[config.mk]
export PLATFORM = sky130hd
export DESIGN_NAME = cs_bit_gen
export DESIGN_NICKNAME = d
export VERILOG_FILES = /design/src/rtl/cs_pkg.sv /design/src/rtl/cs_field_rom.sv /design/src/rtl/cs_crc_seq.sv /design/src/rtl/cs_bit_gen.sv
export SDC_FILE = /design/constraint.sdc
export NUM_CORES = 1
export LEC_CHECK = 0
export BUFFER_PORTS_ARGS = -buffer_cell sky130_fd_sc_hd__buf_2
export CAP_MARGIN = 10
export CELL_PAD_IN_SITES_DETAIL_PLACEMENT = 0
export CELL_PAD_IN_SITES_GLOBAL_PLACEMENT = 2
export CORE_ASPECT_RATIO = 0.75
export CORE_MARGIN = 5
export CORE_UTILIZATION = 43
export CTS_CLUSTER_SIZE = 16
export DETAILED_ROUTE_END_ITERATION = 8
export PLACE_DENSITY_LB_ADDON = 0.3
export REMOVE_ABC_BUFFERS = 1
export SETUP_SLACK_MARGIN = 0.5
export SLEW_MARGIN = 20
export SYNTH_ARGS = -nofsm -noshare
export SYNTH_HDL_FRONTEND = slang
export SYNTH_HIERARCHICAL = 1
export SYNTH_SLANG_ARGS = --single-unit
[constraint.sdc]
create_clock -name clk -period 7.55 [get_ports clk]
set_input_delay 1.1325 -clock clk [delete_from_list [all_inputs] [get_ports clk]]
set_output_delay 1.1325 -clock clk [all_outputs]
set_load 0.1 [all_outputs]
[src/rtl/cs_pkg.sv]
package cs_pkg;
    localparam int CS_FRAMES     = 192;
    localparam int CS_BYTE_W     = 8;
    localparam int CS_CRC_BYTE   = 23;
    localparam logic [7:0] CS_CRC_INIT = 8'hFF;
    localparam logic [7:0] CS_CRC_POLY = 8'hB8;
    localparam int CS_COPY_BIT   = 2;
    localparam logic [3:0] CS_CHNUM_A = 4'd1;
    localparam logic [3:0] CS_CHNUM_B = 4'd2;
    localparam logic [7:0] CS_RATE_32K = 8'h03;

    typedef enum logic [1:0] {
        CRC_CHAN_A = 2'd0,
        CRC_CHAN_B = 2'd1,
        CRC_DONE   = 2'd2
    } crc_state_e;
endpackage

[src/rtl/cs_field_rom.sv]
module cs_field_rom
    import cs_pkg::*;
#(
    parameter int BYTE_IDX_W = 5
) (
    input  logic [BYTE_IDX_W-1:0] byte_idx,
    input  logic                  chan,
    input  logic [7:0]            crc_a,
    input  logic [7:0]            crc_b,
    output logic [7:0]            byte_val
);
    always_comb begin
        byte_val = '0;
        if (byte_idx == BYTE_IDX_W'(0)) begin
            byte_val[CS_COPY_BIT] = 1'b1;
        end else if (byte_idx == BYTE_IDX_W'(2)) begin
            byte_val = {(chan ? CS_CHNUM_B : CS_CHNUM_A), 4'b0000};
        end else if (byte_idx == BYTE_IDX_W'(3)) begin
            byte_val = CS_RATE_32K;
        end else if (byte_idx == BYTE_IDX_W'(CS_CRC_BYTE)) begin
            byte_val = chan ? crc_b : crc_a;
        end
    end
endmodule

[src/rtl/cs_crc_seq.sv]
module cs_crc_seq
    import cs_pkg::*;
#(
    parameter int FRAMES = CS_FRAMES,
    parameter logic [7:0] CRC_INIT = CS_CRC_INIT,
    parameter logic [7:0] CRC_POLY = CS_CRC_POLY,
    localparam int IDX_W = $clog2(FRAMES)
) (
    input  logic             clk,
    input  logic             rst_n,
    input  logic             data_bit,
    output logic [IDX_W-1:0] scan_idx,
    output logic             scan_chan,
    output logic [7:0]       crc_a,
    output logic [7:0]       crc_b,
    output logic             done
);
    crc_state_e        state_q, state_d;
    logic [IDX_W-1:0]  cnt_q;
    logic [7:0]        crc_q, crc_step;
    logic              last_bit;

    assign last_bit = (cnt_q == IDX_W'(FRAMES - 1));
    assign crc_step = (crc_q[0] ^ data_bit) ? ((crc_q >> 1) ^ CRC_POLY) : (crc_q >> 1);

    // next-state logic
    always_comb begin
        state_d = state_q;
        unique case (state_q)
            CRC_CHAN_A: if (last_bit) state_d = CRC_CHAN_B;  // A_TO_B
            CRC_CHAN_B: if (last_bit) state_d = CRC_DONE;    // B_TO_DONE
            CRC_DONE:   state_d = CRC_DONE;
            default:    state_d = CRC_CHAN_A;
        endcase
    end

    // state register
    always_ff @(posedge clk or negedge rst_n) begin
        if (!rst_n) state_q <= CRC_CHAN_A;
        else        state_q <= state_d;
    end

    // datapath: bit counter, running CRC, captured results
    always_ff @(posedge clk or negedge rst_n) begin
        if (!rst_n) begin
            cnt_q <= '0;
            crc_q <= CRC_INIT;
            crc_a <= '0;
            crc_b <= '0;
        end else if (state_q != CRC_DONE) begin
            if (last_bit) begin
                cnt_q <= '0;
                crc_q <= CRC_INIT;
                if (state_q == CRC_CHAN_A) crc_a <= crc_step;
                else                       crc_b <= crc_step;
            end else begin
                cnt_q <= cnt_q + 1'b1;
                crc_q <= crc_step;
            end
        end
    end

    // outputs
    always_comb begin
        scan_idx  = cnt_q;
        scan_chan = (state_q == CRC_CHAN_B);
        done      = (state_q == CRC_DONE);
    end
endmodule

[src/rtl/cs_bit_gen.sv]
module cs_bit_gen
    import cs_pkg::*;
#(
    parameter int FRAMES = CS_FRAMES,
    localparam int IDX_W = $clog2(FRAMES),
    localparam int BYTE_IDX_W = IDX_W - 3
) (
    input  logic             clk,
    input  logic             rst_n,
    input  logic [IDX_W-1:0] frame_idx,
    input  logic             chan_sel,
    output logic             status_bit,
    output logic             ready
);
    logic [IDX_W-1:0] scan_idx;
    logic             scan_chan;
    logic [7:0]       scan_byte, rd_byte;
    logic [7:0]       crc_a_w, crc_b_w;
    logic             scan_bit, crc_done;

    // contents seen by the CRC walk: checksum byte read as zero
    cs_field_rom #(.BYTE_IDX_W(BYTE_IDX_W)) rom_scan_i (
        .byte_idx (scan_idx[IDX_W-1:3]),
        .chan     (scan_chan),
        .crc_a    (8'h00),
        .crc_b    (8'h00),
        .byte_val (scan_byte)
    );

    assign scan_bit = scan_byte[scan_idx[2:0]];

    cs_crc_seq #(.FRAMES(FRAMES)) crc_i (
        .clk       (clk),
        .rst_n     (rst_n),
        .data_bit  (scan_bit),
        .scan_idx  (scan_idx),
        .scan_chan (scan_chan),
        .crc_a     (crc_a_w),
        .crc_b     (crc_b_w),
        .done      (crc_done)
    );

    // contents seen by the transmitter
    cs_field_rom #(.BYTE_IDX_W(BYTE_IDX_W)) rom_read_i (
        .byte_idx (frame_idx[IDX_W-1:3]),
        .chan     (chan_sel),
        .crc_a    (crc_a_w),
        .crc_b    (crc_b_w),
        .byte_val (rd_byte)
    );

    always_comb begin
        ready      = crc_done;
        status_bit = crc_done && (frame_idx < IDX_W'(FRAMES)) && rd_byte[frame_idx[2:0]];
    end
endmodule

==> flow_summary.yaml, run 1 <==
outcome:
  status: "complete, no violations"
logic_synthesis:
  synth_area_leaders: "dfrtp_1 (30%), mux2_2 (14%), dfstp_2 (9.8%)"
  synth_warnings: 6
  synth_fa_ha_area_frac: 0.02341
  synth_cells: 202
  avgSynthCellArea_um2: 10.59
  ys_ff_latch: 34
  synthesis.area_um2: 2138
  synth-edff-count: 0
  yosys.area_share.xor_xnor: 0.02867
  synth-compound-area-share: 0.1001
  ys.flop_type: "dfrtp_1"
  synth.largest_area_cell: "dfrtp_1"
  synth_top_family_by_area: "multiplexers"
  synthDistinctLibCells: 41
  ys_async_sr_fraction: 1.000
  synthMuxAreaShare: 0.2229
  synth_top_area_frac: 0.3043
  synthSimpleGateAreaFrac: 0.1908
  ys_seq_area_frac: 0.4026
clock_network:
  cts_root_buf: "clkbuf_8"
  clock_sinks: 34
  cts_resized: 0
  cts_tree: "done"
  post-cts-setup-buffers: 0
  ctsHoldBuffers: 0
  clk_pin_slew_ns: 0.06
  cts_buffer_depth: 2
  cts_made_buffers: 5
  htree_levels: 2
  clk-insertion-delay-late_ns: 0.28
setup_path:
  startpoint_type: "input pin"
  reg2reg_from: "crc_i/state_q[1]"
  r2r-end: "crc_i/crc_b[3]"
  reg2reg_depth: 8
  crit_fanout: 5
  crit_required_ns: 6.42
  ff2ff_setup_slack_ns: 4.43
  worst_setup_path_end_kind: "output pin"
  path_class: "in2out"
  cp.arrival_ns: 2.92
drt:
  drt_iter0_markers: 72
  ant_nets: 0
  wl_per_cell_um: 15.10
  dr.pass1.iters: 4
  routed_wl_um: 4394
  viasPerCell: 5.333
  via_count: 1552
  drc: 0
placement:
  port_buffers: 12
  dpl_cell_area_um2: 2292
  gp_congestion: 0.8168
  placed_cells: 283
  dp.final_hpwl_um: 3368
timing:
  fin_skew_ns: 0.007015
  setup_viol: 0
  finalCriticalPeriod_ns: 4.053
  tns_ns: 0
  slew_violations: 0
  rsz0062_at_grt: "false"
  worst_pin_slew_ns: 0.8523
  slew-limit-headroom: 0.4318
  hold_viol: 0
  fmax_mhz: 246.7
  post-route-period-util: 0.5369
min_path:
  min_to: "crc_i/crc_q[6]"
  min_from: "crc_i/crc_q[6]"
  hold_class: "reg2reg"
  min_path_cells: 2
floorplan:
  rows: 22
  dieArea_um2: 6498
  fp.dieH_um: 71.07
  io_pins: 13
  initial_core_util: 0.4414
  design.core.area_um2: 4845
  die_x_um: 91.43
power_and_ir_drop:
  p_int_w: 0.0002854
  peakVddDrop_mv: 0.1074
  p_leak_nw: 1.093
  clkPwrFrac: 0.451
  netSwitchingFraction: 0.2117
  p_per_area_nw_per_um2: 150.8
  sequentialPowerShare: 0.504
  power_frac_comb: 0.046
  power_switching_w: 0.00007665
  fin_total_pwr_w: 0.0003621
global_route:
  gr-total-overflow: 0
  antenna_found_initial: 0
  grt_usage: 0.1447
  grt_pass1_wl_um: 7665
  grt_pass1_vias: 1630
  grt_max_degree: 35
cells_and_area:
  fin_cells: 291
  drive_above_1_share: 0.3030
  final_nets: 245
  stdcell_area_um2: 2401
  syn2layout_area_growth_pct: 12.29
  final_cell_mix: "mux2_2 (27), dfrtp_1 (26), nor2_1 (23), conb_1 (16), nand2_1 (15)"
  fillers: 428
  final_common_cell: "mux2_2"
  antenna_cells: 0
job:
  cap_violations: 0
[stage by stage]
step / setup WS (ns) / util / hold WS [ns]
6_report: 3.497 / 0.4956 / 0.5023
5_1_grt: 3.290 / 0.4956 / 0.5224
4_1_cts: 3.497 / 0.4956 / 0.5110
3_5_place_dp: 3.496 / 0.4731 / 0.4948
3_3_place_gp: 3.609 / 0.4731 / 0.4771
2_1_floorplan: 1.538 / - / 0.4642
[how the worst max path moves through the flow]
| stage | from | slack (ns) | cells after the start | endpoint |
|---|---|---|---|---|
| after floorplan | frame_idx[6] | 1.54 | 6 | status_bit |
| after global placement | frame_idx[6] | 3.61 | 8 | status_bit |
| after detailed placement | frame_idx[6] | 3.50 | 8 | status_bit |
| after CTS | frame_idx[6] | 3.50 | 8 | status_bit |
| after global routing | frame_idx[6] | 3.29 | 8 | status_bit |
| final | frame_idx[6] | 3.50 | 8 | status_bit |
[flip-flops by register name, indices dropped and copies added (netlist names)]
| register | cells |
|---|---|
| crc_i/crc_a | 8 |
| crc_i/crc_b | 8 |
| crc_i/crc_q | 8 |
| crc_i/scan_idx | 8 |
| crc_i/state_q | 2 |
[synth_stat cells (all sizes together) (2+ instances only)]
library cell / number
a21oi: 11
a32oi: 2
and2: 3
and2b: 4
and3: 2
buf: 2
clkbuf: 4
dfrtp: 26
dfstp: 8
ha: 4
inv: 7
mux2: 29
mux2i: 9
mux4: 2
nand2: 15
nand2b: 6
nand3: 3
nand4: 2
nand4b: 2
nor2: 23
nor3: 3
nor3b: 2
nor4: 2
o211ai: 2
o21ai: 3
o22a: 2
o31a: 4
o32ai: 4
xor2: 6
[power by group through the flow]
| stage | clock network (W) | logic (W) | registers, W |
|---|---|---|---|
| floorplan | 0 | 0.00000710 | 0.000186 |
| global placement | 0 | 0.0000159 | 0.000186 |
| detailed placement | 0 | 0.0000166 | 0.000186 |
| CTS | 0.000166 | 0.0000166 | 0.000182 |
| global route | 0.000176 | 0.0000195 | 0.000182 |
| finish | 0.000163 | 0.0000166 | 0.000182 |
[metal layers]
metal	vias to the layer above	track usage	wire length (µm)
met5	-	0	0
met4	0	0.03094	23
met3	5	0.03294	117
met2	11	0.2272	1961
met1	763	0.2044	2292
li1	773	-	-
[worst max-delay path, cell delays in order]
cell and delay, ns:
buf_2 0.11, and2b_2 0.24, nand3_1 0.17, o32ai_1 0.25, mux2_2 0.19, o2bb2ai_1 0.07
nor4_1 0.27, buf_2 0.47
[cell type report]
cell class              count  area, µm²  share of cell area
multi-input cells         170       1270              0.5289
flip-flops and latches     34      860.8              0.3585
well taps                  60      75.07             0.03127
clock buffers               5      68.82             0.02866
repair buffers             12      60.06             0.02501
clock inverters             3      40.04             0.01668
inverters                   7      26.28             0.01094
[kinds of logic after synthesis]
| family | after synthesis |
|---|---|
| and+or+nand+nor | 72 |
| muxes | 40 |
| DFF | 34 |
| AOI/OAI and AO/OA | 31 |
| buffers and inverters | 13 |
| xor gates and xnor gates | 7 |
| adders and majority gates | 4 |
| other | 1 |
Power figures use the tool's default switching activity.
==> inputs of run 2 (changes only) <==
Settings changed: CORE_UTILIZATION 43 to 36.
Clock period 7.55 ns to 3.4 ns, I/O delays scaled along.
==> run 2 against run 1 <==
Flip-flop and latch count is the same. Cell area rose by 2.2%. Global-route usage down 2.0 points. Sequential power grew 120%. Die area increased by 17%. Core utilization down 7.2 points. Hold slack worse by 0.20 ns. Clock power increased by 86%. Critical path type unchanged. Critical endpoint unchanged. Largest cell class unchanged. Largest power group unchanged.
==> flow_summary.yaml, run 2 (synthesized netlist as in run 1, its figures left out) <==
placement:
  gp_congestion: 0.7076
  dp.final_hpwl_um: 3326
  port_buffers: 12
  dpl_cell_area_um2: 2360
setup_path:
  cp.arrival_ns: 2.20
  worst_setup_path_end_kind: "output pin"
  cp_cell_sequence: "buf_2 > and2b_2 > nand3_1 > o32ai_1 > mux2_2 > o2bb2ai_1 > nor4_1 > clkbuf_4"
  crit_required_ns: 2.89
  crit_slowest_cell: "clkbuf_4"
  startpoint_type: "input pin"
  slowest_delay_ns: 0.38
  crit_fanout: 5
  crit_family: "simple AND/OR/NAND/NOR gates"
  path_class: "in2out"
  critPathBufInv: 2
global_route:
  grt_usage: 0.1250
  antenna_found_initial: 0
  grt_max_degree: 35
  grt_pass1_wl_um: 7617
  grt_pass1_vias: 1458
  gr-total-overflow: 0
power_and_ir_drop:
  power_switching_w: 0.0001633
  power_frac_comb: 0.049
  clkPwrFrac: 0.407
  p_int_w: 0.0005815
  netSwitchingFraction: 0.2193
  p_per_area_nw_per_um2: 303.6
  sequentialPowerShare: 0.544
  fin_total_pwr_w: 0.0007449
  p_leak_nw: 1.115
  peakVddDrop_mv: 0.2470
timing:
  finalCriticalPeriod_ns: 2.709
  hold_viol: 0
  worst_pin_slew_ns: 0.7671
  fmax_mhz: 369.2
  worst_hold_slack_ns: 0.2994
  slew_violations: 0
  slew-limit-headroom: 0.4886
  fin_skew_ns: 0.009518
  post-route-period-util: 0.7967
  setup_viol: 0
  rsz0062_at_grt: "false"
floorplan:
  dieArea_um2: 7597
  rows: 24
  design.core.area_um2: 5796
  die_x_um: 98.99
  initial_core_util: 0.3690
  fp.dieH_um: 76.75
  io_pins: 13
drt:
  viasPerCell: 4.917
  dr.pass1.iters: 4
  drc: 0
  wl_per_cell_um: 13.77
  drt_iter0_markers: 54
  routed_wl_um: 4339
  ant_nets: 0
  via_count: 1549
clock_network:
  cts_resized: 0
  ctsHoldBuffers: 0
  clk_pin_slew_ns: 0.07
  clk-insertion-delay-late_ns: 0.28
  cts_made_buffers: 5
  cts_tree: "done"
  post-cts-setup-buffers: 0
  cts_buffer_depth: 2
  htree_levels: 2
  cts_root_buf: "clkbuf_8"
  clock_sinks: 34
cells_and_area:
  antenna_cells: 0
  drive_above_1_share: 0.3165
  stdcell_area_um2: 2454
  syn2layout_area_growth_pct: 14.75
  final_common_cell: "mux2_2"
  utilization: 0.4234
  final_nets: 251
  fillers: 574
  final_cell_mix: "mux2_2 (27), dfrtp_1 (26), nor2_1 (23), conb_1 (16), nand2_1 (15)"
min_path:
  hold_class: "in2async"
job:
  cap_violations: 0
outcome:
  status: "complete, no violations"
run 2: final cells by class:
class	count	area, µm²	share of cell area
multi-input combinational	170	1270	0.5176
sequential	34	860.8	0.3508
tap	78	97.59	0.03978
inverter	7	26.28	0.01071
clock inverter	1	5.005	0.002040
timing repair buffer	18	107.6	0.04386
clock buffer	7	86.33	0.03519
run 2: final timing paths:
kind / startpoint / end / slack (ns) / depth (start not counted)
setup / recovery: frame_idx[6] / status_bit / 0.69 / 8
hold / removal: rst_n / crc_i/scan_idx[5] / 0.30 / 1
setup reg to reg: crc_i/scan_idx[4] / crc_i/crc_b[5] / 0.76 / 9
hold reg to reg: crc_i/crc_q[6] / crc_i/crc_q[6] / 0.50 / 2
max in group asynchronous: rst_n / crc_i/state_q[0] / 2.61 / 1
min in group clk: crc_i/crc_q[6] / crc_i/crc_q[6] / 0.50 / 2
run 2: stage by stage:
step           worst slack [ns]  setup TNS [ns]  cells
2_1_floorplan            -1.667          -1.667    211
3_3_place_gp             0.6469               0    307
3_5_place_dp             0.6170               0    307
4_1_cts                  0.6189               0    315
5_1_grt                  0.5522               0    315
6_report                 0.6911               0    315
run 2: per-layer routing:
metal | up-vias | GRT usage | wire [µm]
met5 | - | 0 | 0
met4 | 0 | 0.03274 | 43
met3 | 5 | 0.03354 | 167
met2 | 21 | 0.1535 | 1591
met1 | 738 | 0.2060 | 2536
li1 | 785 | - | -
run 2: power by group through the flow:
stage,clock network [W],logic (W),registers [W]
after floorplan,0,0.0000158,0.000412
after global placement,0,0.0000377,0.000412
after detailed placement,0,0.0000370,0.000412
after CTS,0.000320,0.0000372,0.000405
final,0.000303,0.0000367,0.000405
after global routing,0.000343,0.0000425,0.000404
